<file path="src/rtl/can_rxbuf_pkg.sv">
package can_rxbuf_pkg;
  localparam int REG_W     = 32;
  localparam int DLC_W     = 4;
  localparam int MAX_BYTES = 8;

  // bit positions the host software relies on
  localparam int WP_CTL_B  = 23;
  localparam int CTL_LSB   = 16;
  localparam int CTL_MSB   = 21;
  localparam int WP_OPT_B  = 7;
  localparam int OPT_LSB   = 3;
  localparam int OPT_MSB   = 6;
  localparam int ABORT_B   = 2;
  localparam int PEND_B    = 1;
  localparam int AVAIL_B   = 0;

  typedef struct packed {
    logic             rtr;
    logic             ide;
    logic [DLC_W-1:0] dlc;
  } frame_ctl_t;

  typedef struct packed {
    logic link;
    logic rxie;
    logic rren;
    logic ben;
  } buf_opt_t;
endpackage

</file>
<file path="src/rtl/rxbuf_cfg_regs.sv">
module rxbuf_cfg_regs
  import can_rxbuf_pkg::*;
(
  input  logic             clk_i,
  input  logic             rst_ni,
  input  logic             wr_i,
  input  logic [REG_W-1:0] wdata_i,
  output frame_ctl_t       ctl_o,
  output buf_opt_t         opt_o
);
  frame_ctl_t ctl_q;
  buf_opt_t   opt_q;

  always_ff @(posedge clk_i or negedge rst_ni) begin
    if (!rst_ni) begin
      ctl_q <= '0;
      opt_q <= '0;
    end else if (wr_i) begin
      if (wdata_i[WP_CTL_B]) ctl_q <= frame_ctl_t'(wdata_i[CTL_MSB:CTL_LSB]);
      if (wdata_i[WP_OPT_B]) opt_q <= buf_opt_t'(wdata_i[OPT_MSB:OPT_LSB]);
    end
  end

  assign ctl_o = ctl_q;
  assign opt_o = opt_q;

  p_ctl_keep_r2: assert property (@(posedge clk_i) disable iff (!rst_ni)
    (wr_i && !wdata_i[WP_CTL_B]) |=> $stable(ctl_q));
  p_opt_keep_r3: assert property (@(posedge clk_i) disable iff (!rst_ni)
    (wr_i && !wdata_i[WP_OPT_B]) |=> $stable(opt_q));
  p_idle_keep_r3: assert property (@(posedge clk_i) disable iff (!rst_ni)
    !wr_i |=> ($stable(opt_q) && $stable(ctl_q)));
endmodule

</file>
<file path="src/rtl/rxbuf_len_sat.sv">
module rxbuf_len_sat #(
  parameter int DLC_W     = 4,
  parameter int MAX_BYTES = 8
) (
  input  logic             clk_i,
  input  logic             rst_ni,
  input  logic [DLC_W-1:0] dlc_i,
  output logic [DLC_W-1:0] len_o
);
  localparam logic [DLC_W-1:0] CAP = DLC_W'(MAX_BYTES);

  assign len_o = (dlc_i > CAP) ? CAP : dlc_i;

  p_len_cap_r5: assert property (@(posedge clk_i) disable iff (!rst_ni)
    (len_o <= CAP) && ((dlc_i <= CAP) -> (len_o == dlc_i)));
endmodule

</file>
<file path="src/rtl/rxbuf_flags.sv">
module rxbuf_flags (
  input  logic clk_i,
  input  logic rst_ni,
  input  logic rren_i,
  input  logic msg_stored_i,
  input  logic reply_sent_i,
  input  logic pend_set_i,
  input  logic reply_done_i,
  input  logic ack_i,
  input  logic abort_wr_i,
  output logic avail_o,
  output logic pend_o,
  output logic abort_o
);
  logic avail_q, pend_q, abort_q;
  logic set_evt;

  // flag source depends on auto reply mode
  assign set_evt = rren_i ? reply_sent_i : msg_stored_i;

  always_ff @(posedge clk_i or negedge rst_ni) begin
    if (!rst_ni) begin
      avail_q <= 1'b0;
      pend_q  <= 1'b0;
      abort_q <= 1'b0;
    end else begin
      if (set_evt)    avail_q <= 1'b1;
      else if (ack_i) avail_q <= 1'b0;

      if (reply_done_i)    pend_q <= 1'b0;
      else if (pend_set_i) pend_q <= 1'b1;

      if (reply_done_i)    abort_q <= 1'b0;
      else if (abort_wr_i) abort_q <= 1'b1;
    end
  end

  assign avail_o = avail_q;
  assign pend_o  = pend_q;
  assign abort_o = abort_q;

  p_set_wins_r8: assert property (@(posedge clk_i) disable iff (!rst_ni)
    set_evt |=> avail_q);
  p_ack_clears_r8: assert property (@(posedge clk_i) disable iff (!rst_ni)
    (ack_i && !set_evt) |=> !avail_q);
  p_done_clears_r9: assert property (@(posedge clk_i) disable iff (!rst_ni)
    reply_done_i |=> (!abort_q && !pend_q));
  p_pend_set_r10: assert property (@(posedge clk_i) disable iff (!rst_ni)
    (pend_set_i && !reply_done_i) |=> pend_q);
  p_pend_hold_r10: assert property (@(posedge clk_i) disable iff (!rst_ni)
    (!pend_set_i && !reply_done_i) |=> $stable(pend_q));
endmodule

</file>
<file path="src/rtl/can_rxbuf_ctrl.sv">
module can_rxbuf_ctrl
  import can_rxbuf_pkg::*;
(
  input  logic             clk_i,
  input  logic             rst_ni,
  input  logic             reg_wr_i,
  input  logic [REG_W-1:0] reg_wdata_i,
  output logic [REG_W-1:0] reg_rdata_o,
  input  logic             msg_stored_i,
  input  logic             reply_sent_i,
  input  logic             reply_pend_set_i,
  input  logic             reply_done_i,
  output logic             buf_en_o,
  output logic             link_o,
  output logic             reply_en_o,
  output logic             rtr_o,
  output logic             ide_o,
  output logic [DLC_W-1:0] dlc_o,
  output logic [DLC_W-1:0] data_len_o,
  output logic             abort_req_o,
  output logic             reply_pend_o,
  output logic             irq_o
);
  frame_ctl_t ctl;
  buf_opt_t   opt;
  logic       avail, pend, abort;

  rxbuf_cfg_regs u_cfg (
    .clk_i   (clk_i),
    .rst_ni  (rst_ni),
    .wr_i    (reg_wr_i),
    .wdata_i (reg_wdata_i),
    .ctl_o   (ctl),
    .opt_o   (opt)
  );

  rxbuf_flags u_flags (
    .clk_i        (clk_i),
    .rst_ni       (rst_ni),
    .rren_i       (opt.rren),
    .msg_stored_i (msg_stored_i),
    .reply_sent_i (reply_sent_i),
    .pend_set_i   (reply_pend_set_i),
    .reply_done_i (reply_done_i),
    .ack_i        (reg_wr_i && reg_wdata_i[AVAIL_B]),
    .abort_wr_i   (reg_wr_i && reg_wdata_i[ABORT_B]),
    .avail_o      (avail),
    .pend_o       (pend),
    .abort_o      (abort)
  );

  rxbuf_len_sat #(.DLC_W(DLC_W), .MAX_BYTES(MAX_BYTES)) u_len (
    .clk_i  (clk_i),
    .rst_ni (rst_ni),
    .dlc_i  (ctl.dlc),
    .len_o  (data_len_o)
  );

  // gate bits and reserved bits read as zero
  always_comb begin
    reg_rdata_o                  = '0;
    reg_rdata_o[CTL_MSB:CTL_LSB] = ctl;
    reg_rdata_o[OPT_MSB:OPT_LSB] = opt;
    reg_rdata_o[ABORT_B]         = abort;
    reg_rdata_o[PEND_B]          = pend;
    reg_rdata_o[AVAIL_B]         = avail;
  end

  assign buf_en_o     = opt.ben;
  assign link_o       = opt.link;
  assign reply_en_o   = opt.rren;
  assign rtr_o        = ctl.rtr;
  assign ide_o        = ctl.ide;
  assign dlc_o        = ctl.dlc;
  assign abort_req_o  = abort;
  assign reply_pend_o = pend;
  assign irq_o        = avail & opt.rxie;

  p_irq_src_r11: assert property (@(posedge clk_i) disable iff (!rst_ni)
    irq_o |-> (reg_rdata_o[AVAIL_B] && reg_rdata_o[5]));
  p_rsvd_zero_r4: assert property (@(posedge clk_i) disable iff (!rst_ni)
    (reg_rdata_o[31:22] == '0) && (reg_rdata_o[15:7] == '0));
endmodule

</file>
<file path="config.mk">
export PLATFORM = sky130hd
export DESIGN_NAME = can_rxbuf_ctrl
export DESIGN_NICKNAME = d
export VERILOG_FILES = /design/src/rtl/can_rxbuf_pkg.sv /design/src/rtl/rxbuf_cfg_regs.sv /design/src/rtl/rxbuf_len_sat.sv /design/src/rtl/rxbuf_flags.sv /design/src/rtl/can_rxbuf_ctrl.sv
export SDC_FILE = /design/constraint.sdc
export NUM_CORES = 1
export LEC_CHECK = 0
export BUFFER_PORTS_ARGS = -buffer_cell sky130_fd_sc_hd__buf_4
export CAP_MARGIN = 20
export CORE_MARGIN = 8
export CORE_UTILIZATION = 35
export DETAILED_ROUTE_END_ITERATION = 16
export PLACE_DENSITY = 0.9
export SYNTH_ARGS = -nofsm -noshare
export SYNTH_HDL_FRONTEND = slang
export SYNTH_SLANG_ARGS = --single-unit
</file>
<file path="constraint.sdc">
create_clock -name clk_i -period 2.1 [get_ports clk_i]
set_clock_uncertainty 0.1 [all_clocks]
set_input_delay 0.105 -clock clk_i [delete_from_list [all_inputs] [get_ports clk_i]]
set_output_delay 0.105 -clock clk_i [all_outputs]
set_load 0.03 [all_outputs]
</file>
; ---- After elaboration in Yosys (flattened, before gate mapping)
; Index checks and enable logic that the tools add are counted.
; Widths: inputs -> output; s select.
[word_totals]
in_bits = 39
wordCells = 27
out_inout_bits = 48
regBits = 13
[classes]
n_lt_le_gt_ge = 1
n_reduce_logical = 7
bitwise = 1
n_mux = 8
[op_table]
columns = operator, count
row1 = $mux 1, 7
row2 = $reduce_bool 2->1, 3
row3 = $gt 4x4->1 const B, 1
row4 = $mux 4, 1
row5 = $reduce_and 2->1, 2
row6 = $logic_and 1x1->1, 2
row7 = $and 1x1->1, 1

; ---- Logic depth before layout (Yosys ltp)
; Gate-level depths: netlist of run 1.
[depth]
word_depth = 3
depth_mapped = 2
ltp_nobuf = 2

; ---- Cells and area by module
; A second synthesis of run 1 with hierarchy kept.
[hier_totals]
hier_cells = 71
area_unflattened_um2 = 757.0
[modules_own_cells]
columns = mod, seq_area_each_um2, area_each_um2, instances, cells_each
row1 = rxbuf_cfg_regs, 250.2, 370.4, 1, 22
row2 = can_rxbuf_ctrl, 0.0, 255.2, 1, 35
row3 = rxbuf_flags, 75.1, 108.9, 1, 10
row4 = rxbuf_len_sat, 0.0, 22.5, 1, 4

; ---- Worst setup path before layout of run 1
; OpenSTA, ideal clock, no wires.
[synth_path]
path_kind = reg-to-output
from = register u_cfg.ctl_q (netlist bit u_cfg.ctl_o[0])
to = output port data_len_o[0]
path_slack_ps = 868
path_stages_with_launch = 2
arrival_ps = 1027
n_path_buf = 0
required_time_ps = 1895
cell_sequence = dfrtp_1 nor2b_1
[synth_via]
elab_chain_len = 2
[synth_lines]
columns = element, line
row1 = from (decl), rxbuf_cfg_regs.sv:11  ; frame_ctl_t ctl_q;
row2 = from (signal assigned), rxbuf_cfg_regs.sv:19  ; if (wdata_i[WP_CTL_B]) ctl_q <= frame_ctl_t'(wdata_i[CTL_MSB:CTL_LSB]);
row3 = $gt 4x4->1, rxbuf_len_sat.sv:12  ; assign len_o = (dlc_i > CAP) ? CAP : dlc_i;
row4 = $mux 4 (*), rxbuf_len_sat.sv:12
row5 = to (decl), can_rxbuf_ctrl.sv:19  ; output logic [DLC_W-1:0] data_len_o,
; Mark *: on every way between the ends. The rest lies on a longest branch, timed or not.

; ---- Worst setup path after layout of run 1
[layout_path]
from = input port reply_done_i
to = register u_flags.pend_q, in the netlist u_flags.pend_o
[layout_via]
elab_chain_len = 1
word_cells_on_any_way = 2
classes_between = mux: 1 / reduce/logical: 1
[layout_lines]
columns = element, line
row1 = from (decl), can_rxbuf_ctrl.sv:12  ; input logic reply_done_i,
row2 = $mux 1 / $reduce_bool 2->1 (equally long branches), n/a
row3 = to (signal assigned), rxbuf_flags.sv:24  ; pend_q <= 1'b0;
row4 = to (signal assigned), rxbuf_flags.sv:30  ; if (reply_done_i) pend_q <= 1'b0;
row5 = to (signal assigned), rxbuf_flags.sv:31  ; else if (pend_set_i) pend_q <= 1'b1;
row6 = to (decl), rxbuf_flags.sv:15  ; logic avail_q, pend_q, abort_q;
; Several ways; a longest one is shown, not always the timed one.
; A chain may end at the register's enable or synchronous reset.

==> results of run 1 <==
## kinds of logic after synthesis
group,synth area share (%)
buf+inv,31.7
simple gates,7.20
mux,15.1
compound gates,2.01
other cells,0.502
flops,43.6
## state kept, by name, summed over array words and instances (netlist names)
register,flops
u_flags.abort_o,1
u_cfg.opt_o,4
u_cfg.ctl_o,6
u_flags.avail_o,1
u_flags.pend_o,1
## metal layers
layer  up-vias  wire [µm]  track usage [%]
li1        281          -                -
met1       276        745             10.8
met2        54       1010             17.3
met3         2        448             9.50
met4         0         16             6.12
met5         -          0                0
## cell usage in the layout, fill, tap and decap left out
cell           count
buf_4             49
conb_1            19
dlygate4sd3_1     15
dfrtp_1           13
mux2_2            10
nor2b_1            4
nand2_1            3
nor2_1             3
clkbuf_4           3
and2_1             1
a21oi_1            1
a221o_1            1
clkinv_2           1
## report_power, final
group / total, W / switching, W / internal (W)
logic: 0.000445 / 0.000274 / 0.000171
registers: 0.000316 / 0.0000322 / 0.000284
clock network: 0.000154 / 0.0000831 / 0.0000705
total: 0.000915 / 0.000389 / 0.000526
## worst paths after layout
path                                 start               to  slack [ps]  cells after the start
max                           reply_done_i   u_flags.pend_o         740                      4
min                               reg_wr_i  u_flags.abort_o          20                      3
max reg2reg                 u_flags.pend_o   u_flags.pend_o         750                      3
min reg2reg                u_flags.avail_o  u_flags.avail_o         440                      1
max in group asynchronous           rst_ni   u_cfg.ctl_o[2]        1630                      2
min in group asynchronous           rst_ni   u_cfg.ctl_o[4]         120                      2
## metrics by stage
| step | hold WS (ps) | power, W |
|---|---|---|
| 6_report | 19.5 | 0.000915 |
| 5_1_grt | 41.5 | 0.000958 |
| 4_1_cts | 7.19 | 0.000921 |
| 3_5_place_dp | -143 | 0.000743 |
| 3_3_place_gp | -144 | 0.000736 |
| 2_1_floorplan | -291 | 0.000639 |
## worst register-to-register path, cell delays in order (launching register included)
cell,delay (ps)
dfrtp_1,400
nor2_1,110
nor2_1,60
dlygate4sd3_1,560
## final cells by class
cell class	count	area, µm²	area share, %
Timing Repair Buffer	64	518	44.8
Clock buffer	3	22.5	1.95
Sequential cell	13	325	28.1
Clock inverter	1	5.00	0.432
Multi-Input combinational cell	42	253	21.8
Tap cell	27	33.8	2.92
==> results.sh, run 1 <==
export IMPL_status="completed"
export IMPL_grt_pass1_vias=712
export IMPL_rows=16
export IMPL_critical_path_top_delay_family="buffers and inverters"
export IMPL_postSynthAreaPerCell_um2=10.8
export IMPL_critical_path_max_stage_delay_ps=570
export IMPL_slew_viol_final=0
export IMPL_area_growth_pct=54.9
export IMPL_grt_pass1_wl_um=3640
export IMPL_fill_cells=163
export IMPL_post_dp_hpwl_um=1610
export IMPL_cp_data_required_time_ps=2210
export IMPL_synth_most_common_cell="buf_4"
export IMPL_hold_violations=0
export IMPL_io_buffers=49
export IMPL_cts_max_level=1
export IMPL_wire_per_inst_um=14.8
export IMPL_grt_setup_unrepaired="no"
export IMPL_fmax_mhz=733
export IMPL_synth_top_area_cell="dfrtp_1"
export IMPL_cts_made_buffers=3
export IMPL_synth_seq_cells=13
export IMPL_min_delay_path_class="in -> reg"
export IMPL_timing_final_crit_share_pct=64.9
export IMPL_synth_edf_count=0
export IMPL_drt_total_wl_um=2220
export IMPL_p_per_area_nw_per_um2=790
export IMPL_vias=613
export IMPL_synth_top_area_share_pct=43.6
export IMPL_finalSetupTns_ps=0
export IMPL_layout_cells_non_filler=150
export IMPL_cts_sinks=13
export IMPL_cp_data_arrival_time_ps=1480
export IMPL_postCtsSetupRepairBufs=0
export IMPL_overflow=0
export IMPL_post_route_util_pct=58.4
export IMPL_synth_area_um2=747
export IMPL_async_reset_ff_share_pct=100
export IMPL_first_pass_iters=4
export IMPL_end_kind="register"
export IMPL_yosys_top_cells_area="dfrtp_1, buf_4, mux2_2, nor2b_1, nand2_1"
export IMPL_grt_max_degree=14
export IMPL_synth_common_cells="buf_4, dfrtp_1, mux2_2"
export IMPL_coreArea_um2=1980
export IMPL_layout_nets=163
export IMPL_die_h_um=62.2
export IMPL_cts_root_buf="clkbuf_4"
export IMPL_drive_gt1_share_pct=51.2
export IMPL_setup_slack_ps=736
export IMPL_hold_buffers=15
export IMPL_leakage_nw=0.603
export IMPL_yosysWarnings=0
export IMPL_maxCapViolations=0
export IMPL_track_usage_pct=11.5
export IMPL_ant_nets=0
export IMPL_cts_tree="done"
export IMPL_yosysSeqAreaShare_pct=43.6
export IMPL_cp_max_fo=2
export IMPL_dp_slack_ps=1040
export IMPL_die_area_um2=3870
export IMPL_fin_area_um2=1160
export IMPL_diodes=0
export IMPL_finalWeightedCongestion=0.648
export IMPL_via_per_inst=4.09
export IMPL_layout_min_cycle_time_ps=1360
export IMPL_path_clk_slew_ps=80
export IMPL_clock_latency_ps=270
export IMPL_ir_drop_uv=556
export IMPL_path_cells="dlygate4sd3_1 > buf_4 > nor2_1 > dlygate4sd3_1"
export IMPL_max_clock_path_buffers=2
export IMPL_io_pins=87
export IMPL_crit_type="in -> reg"
export IMPL_drc=0
export IMPL_dpl_cell_area_um2=980
export IMPL_die_x_um=62.2
export IMPL_cpMaxStageDelayCell="dlygate4sd3_1"
export IMPL_grt_antenna_before_repair=0
export IMPL_initial_core_util_pct=37.7
export IMPL_start_kind="primary input"
export IMPL_drtIter0Drc=5
export IMPL_syn_inst=69
export IMPL_cts_resized=0
export IMPL_crit_top_cell="dlygate4sd3_1"
export IMPL_ys_types=11
export IMPL_synth_top_flop_cell="dfrtp_1"
export IMPL_path_buf_inv=3
export IMPL_finalSetupViolations=0
export IMPL_placedCellCount=131
(Power assumes the default switching activity.)
==> inputs of run 2 (changes only) <==
--- a/config.mk
+++ b/config.mk
@@ -5,12 +5,13 @@
 export SDC_FILE = /design/constraint.sdc
 export NUM_CORES = 1
 export LEC_CHECK = 0
+export ABC_AREA = 1
 export BUFFER_PORTS_ARGS = -buffer_cell sky130_fd_sc_hd__buf_4
 export CAP_MARGIN = 20
 export CORE_MARGIN = 8
-export CORE_UTILIZATION = 35
+export CORE_UTILIZATION = 30
 export DETAILED_ROUTE_END_ITERATION = 16
-export PLACE_DENSITY = 0.9
+export PLACE_DENSITY = 0.81
 export SYNTH_ARGS = -nofsm -noshare
 export SYNTH_HDL_FRONTEND = slang
 export SYNTH_SLANG_ARGS = --single-unit
==> constraint.sdc (replaced) <==
create_clock -name clk_i -period 1.1 [get_ports clk_i]
set_clock_uncertainty 0.1 [all_clocks]
set_input_delay 0.055 -clock clk_i [delete_from_list [all_inputs] [get_ports clk_i]]
set_output_delay 0.055 -clock clk_i [all_outputs]
set_load 0.03 [all_outputs]
==> results.sh, run 2 <==
export IMPL_status="finished with violations"
export IMPL_violations="negative setup slack"
export IMPL_ir_drop_uv=704
export IMPL_yosys_top_cells_area="dfrtp_1, buf_4, nand2_1, nand3_1, inv_1"
export IMPL_cp_data_required_time_ps=940
export IMPL_setup_slack_ps=-59.5
export IMPL_fmax_mhz=862
export IMPL_slew_viol_final=0
export IMPL_cts_tree="done"
export IMPL_async_reset_ff_share_pct=100
export IMPL_cp_max_fo=7
export IMPL_mostFrequentLayoutCell="buf_4"
export IMPL_fill_cells=253
export IMPL_min_delay_path_class="in -> reg"
export IMPL_diodes=0
export IMPL_max_clock_path_buffers=2
export IMPL_first_pass_iters=4
export IMPL_coreArea_um2=2480
export IMPL_synth_seq_cells=13
export IMPL_finalWeightedCongestion=0.736
export IMPL_synth_top_area_cell="dfrtp_1"
export IMPL_p_per_area_nw_per_um2=1340
export IMPL_grt_max_degree=15
export IMPL_fin_area_um2=1250
export IMPL_timing_hold_ws_ps=9.36
export IMPL_area_growth_pct=59.6
export IMPL_synth_common_cells="buf_4, nand2_1, dfrtp_1"
export IMPL_io_buffers=49
export IMPL_cp_data_arrival_time_ps=1000
export IMPL_layout_nets=196
export IMPL_finalSetupViolations=3
export IMPL_mostFrequentLayoutCells="buf_4, nand2_1, conb_1, dlygate4sd3_1, dfrtp_1"
export IMPL_ys_types=11
export IMPL_hold_violations=0
export IMPL_synth_area_um2=786
export IMPL_cts_root_buf="clkbuf_4"
export IMPL_grt_pass1_wl_um=3500
export IMPL_end_kind="primary output"
export IMPL_drt_total_wl_um=2350
export IMPL_drtIter0Drc=45
export IMPL_layout_min_cycle_time_ps=1160
export IMPL_maxCapViolations=0
export IMPL_timing_final_crit_share_pct=105
export IMPL_grt_antenna_before_repair=0
export IMPL_die_h_um=67.2
export IMPL_dpl_cell_area_um2=1010
export IMPL_leakage_nw=0.709
export IMPL_synth_top_area_share_pct=41.4
export IMPL_crit_type="reg -> out"
export IMPL_die_x_um=67.2
export IMPL_track_usage_pct=10.2
export IMPL_cts_max_level=1
export IMPL_drive_gt1_share_pct=37.2
export IMPL_postSynthAreaPerCell_um2=8.02
export IMPL_synth_edf_count=0
export IMPL_syn_inst=98
export IMPL_grt_setup_unrepaired="yes"
export IMPL_yosysWarnings=0
export IMPL_wire_per_inst_um=12.7
export IMPL_io_pins=87
export IMPL_vias=737
export IMPL_path_clk_slew_ps=90
export IMPL_initial_core_util_pct=31.7
export IMPL_via_per_inst=3.96
export IMPL_grt_pass1_vias=756
export IMPL_start_kind="register"
export IMPL_largest_reg_flops=6
export IMPL_cts_made_buffers=3
export IMPL_rows=18
export IMPL_ant_nets=0
export IMPL_post_dp_hpwl_um=1730
export IMPL_clock_latency_ps=260
export IMPL_yosysSeqAreaShare_pct=41.4
export IMPL_overflow=0
export IMPL_drc=0
export IMPL_synth_top_flop_cell="dfrtp_1"
export IMPL_finalSetupTns_ps=-147
export IMPL_synth_most_common_cell="buf_4"
export IMPL_cts_sinks=13
export IMPL_die_area_um2=4510
## run 2: changes by cell type in the layout (fill, tap and decap cells not counted), moves of 2 or more
cell,previous run,this run
buf_4,49,47
buf_6,0,3
dlygate4sd3_1,15,19
inv_1,0,6
mux2_2,10,0
nand2_1,3,27
nand3_1,0,11
nor2_2,0,2
nor2b_1,4,0
## run 2: cell families after synthesis
kind of cell           after synthesis  share of synthesized area, %
AO/OA/AOI/OAI                        1                         0.636
flip-flops                          13                          41.4
buffers and inverters               39                          34.4
other                                1                         0.477
AND/OR/NAND/NOR                     44                          23.1
## run 2: critical path: stages (launching register included)
cell     delay [ps]
dfrtp_2         470
nor2_1          100
buf_4           160
## run 2: metrics by stage
step | std cells | total power (W) | utilization, % | setup slack (ps)
6_report | 186 | 0.00167 | 50.6 | -59.5
4_1_cts | 186 | 0.00167 | 49.9 | -57.0
2_1_floorplan | 116 | 0.00114 | - | -53.6
3_3_place_gp | 162 | 0.00131 | 40.8 | 234
3_5_place_dp | 162 | 0.00132 | 40.8 | 226
5_1_grt | 186 | 0.00177 | 50.6 | -127
## run 2: metal layers
| metal | track usage (%) | vias up | routed length [µm] | part of all wire [%] |
|---|---|---|---|---|
| met1 | 10.1 | 333 | 843 | 36 |
| met3 | 2.15 | 2 | 203 | 8.6 |
| met5 | 0 | - | 0 | 0 |
| met4 | 5.48 | 0 | 27 | 1.1 |
| li1 | - | 365 | - | - |
| met2 | 19.2 | 37 | 1280 | 54 |
## run 2: area by class of cell
type                       count  area, µm²  share of cell area [%]
sequential                    13        327                    26.0
timing repair buffer          69        577                    46.0
clock inverter                 1       5.00                   0.399
multi-input combinational     64        263                    21.0
tap                           30       37.5                    2.99
inverter                       6       22.5                    1.80
clock buffer                   3       22.5                    1.80
## run 2: path summary, 6_finish.rpt
path	slack, ps	end	startpoint	cells past startpoint
worst max-delay path	-60	data_len_o[1]	u_cfg.ctl_o[3]	2
worst min-delay path	9	u_cfg.opt_o[1]	reg_wr_i	3
worst max register to register	260	u_cfg.opt_o[2]	u_cfg.opt_o[2]	3
worst min register to register	410	u_flags.avail_o	u_flags.avail_o	2
max in group asynchronous	630	u_cfg.ctl_o[3]	rst_ni	2
min in group asynchronous	100	u_flags.avail_o	rst_ni	2
## run 2: power breakdown
group,switching (W),internal (W),leakage (nW)
sequential,0.0000553,0.000534,0.158
combinational,0.000500,0.000297,0.533
clock,0.000154,0.000134,0.0177
## run 2: timing repair
item | 4_1_cts | 5_1_grt
endpoints found under the hold margin | 26 | 0
gates resized for setup | 1 | 5
pin swaps | 3 | 1
buffers inserted | 1 | 0
hold buffers | 19 | 0
setup endpoints to repair | 7 | 7
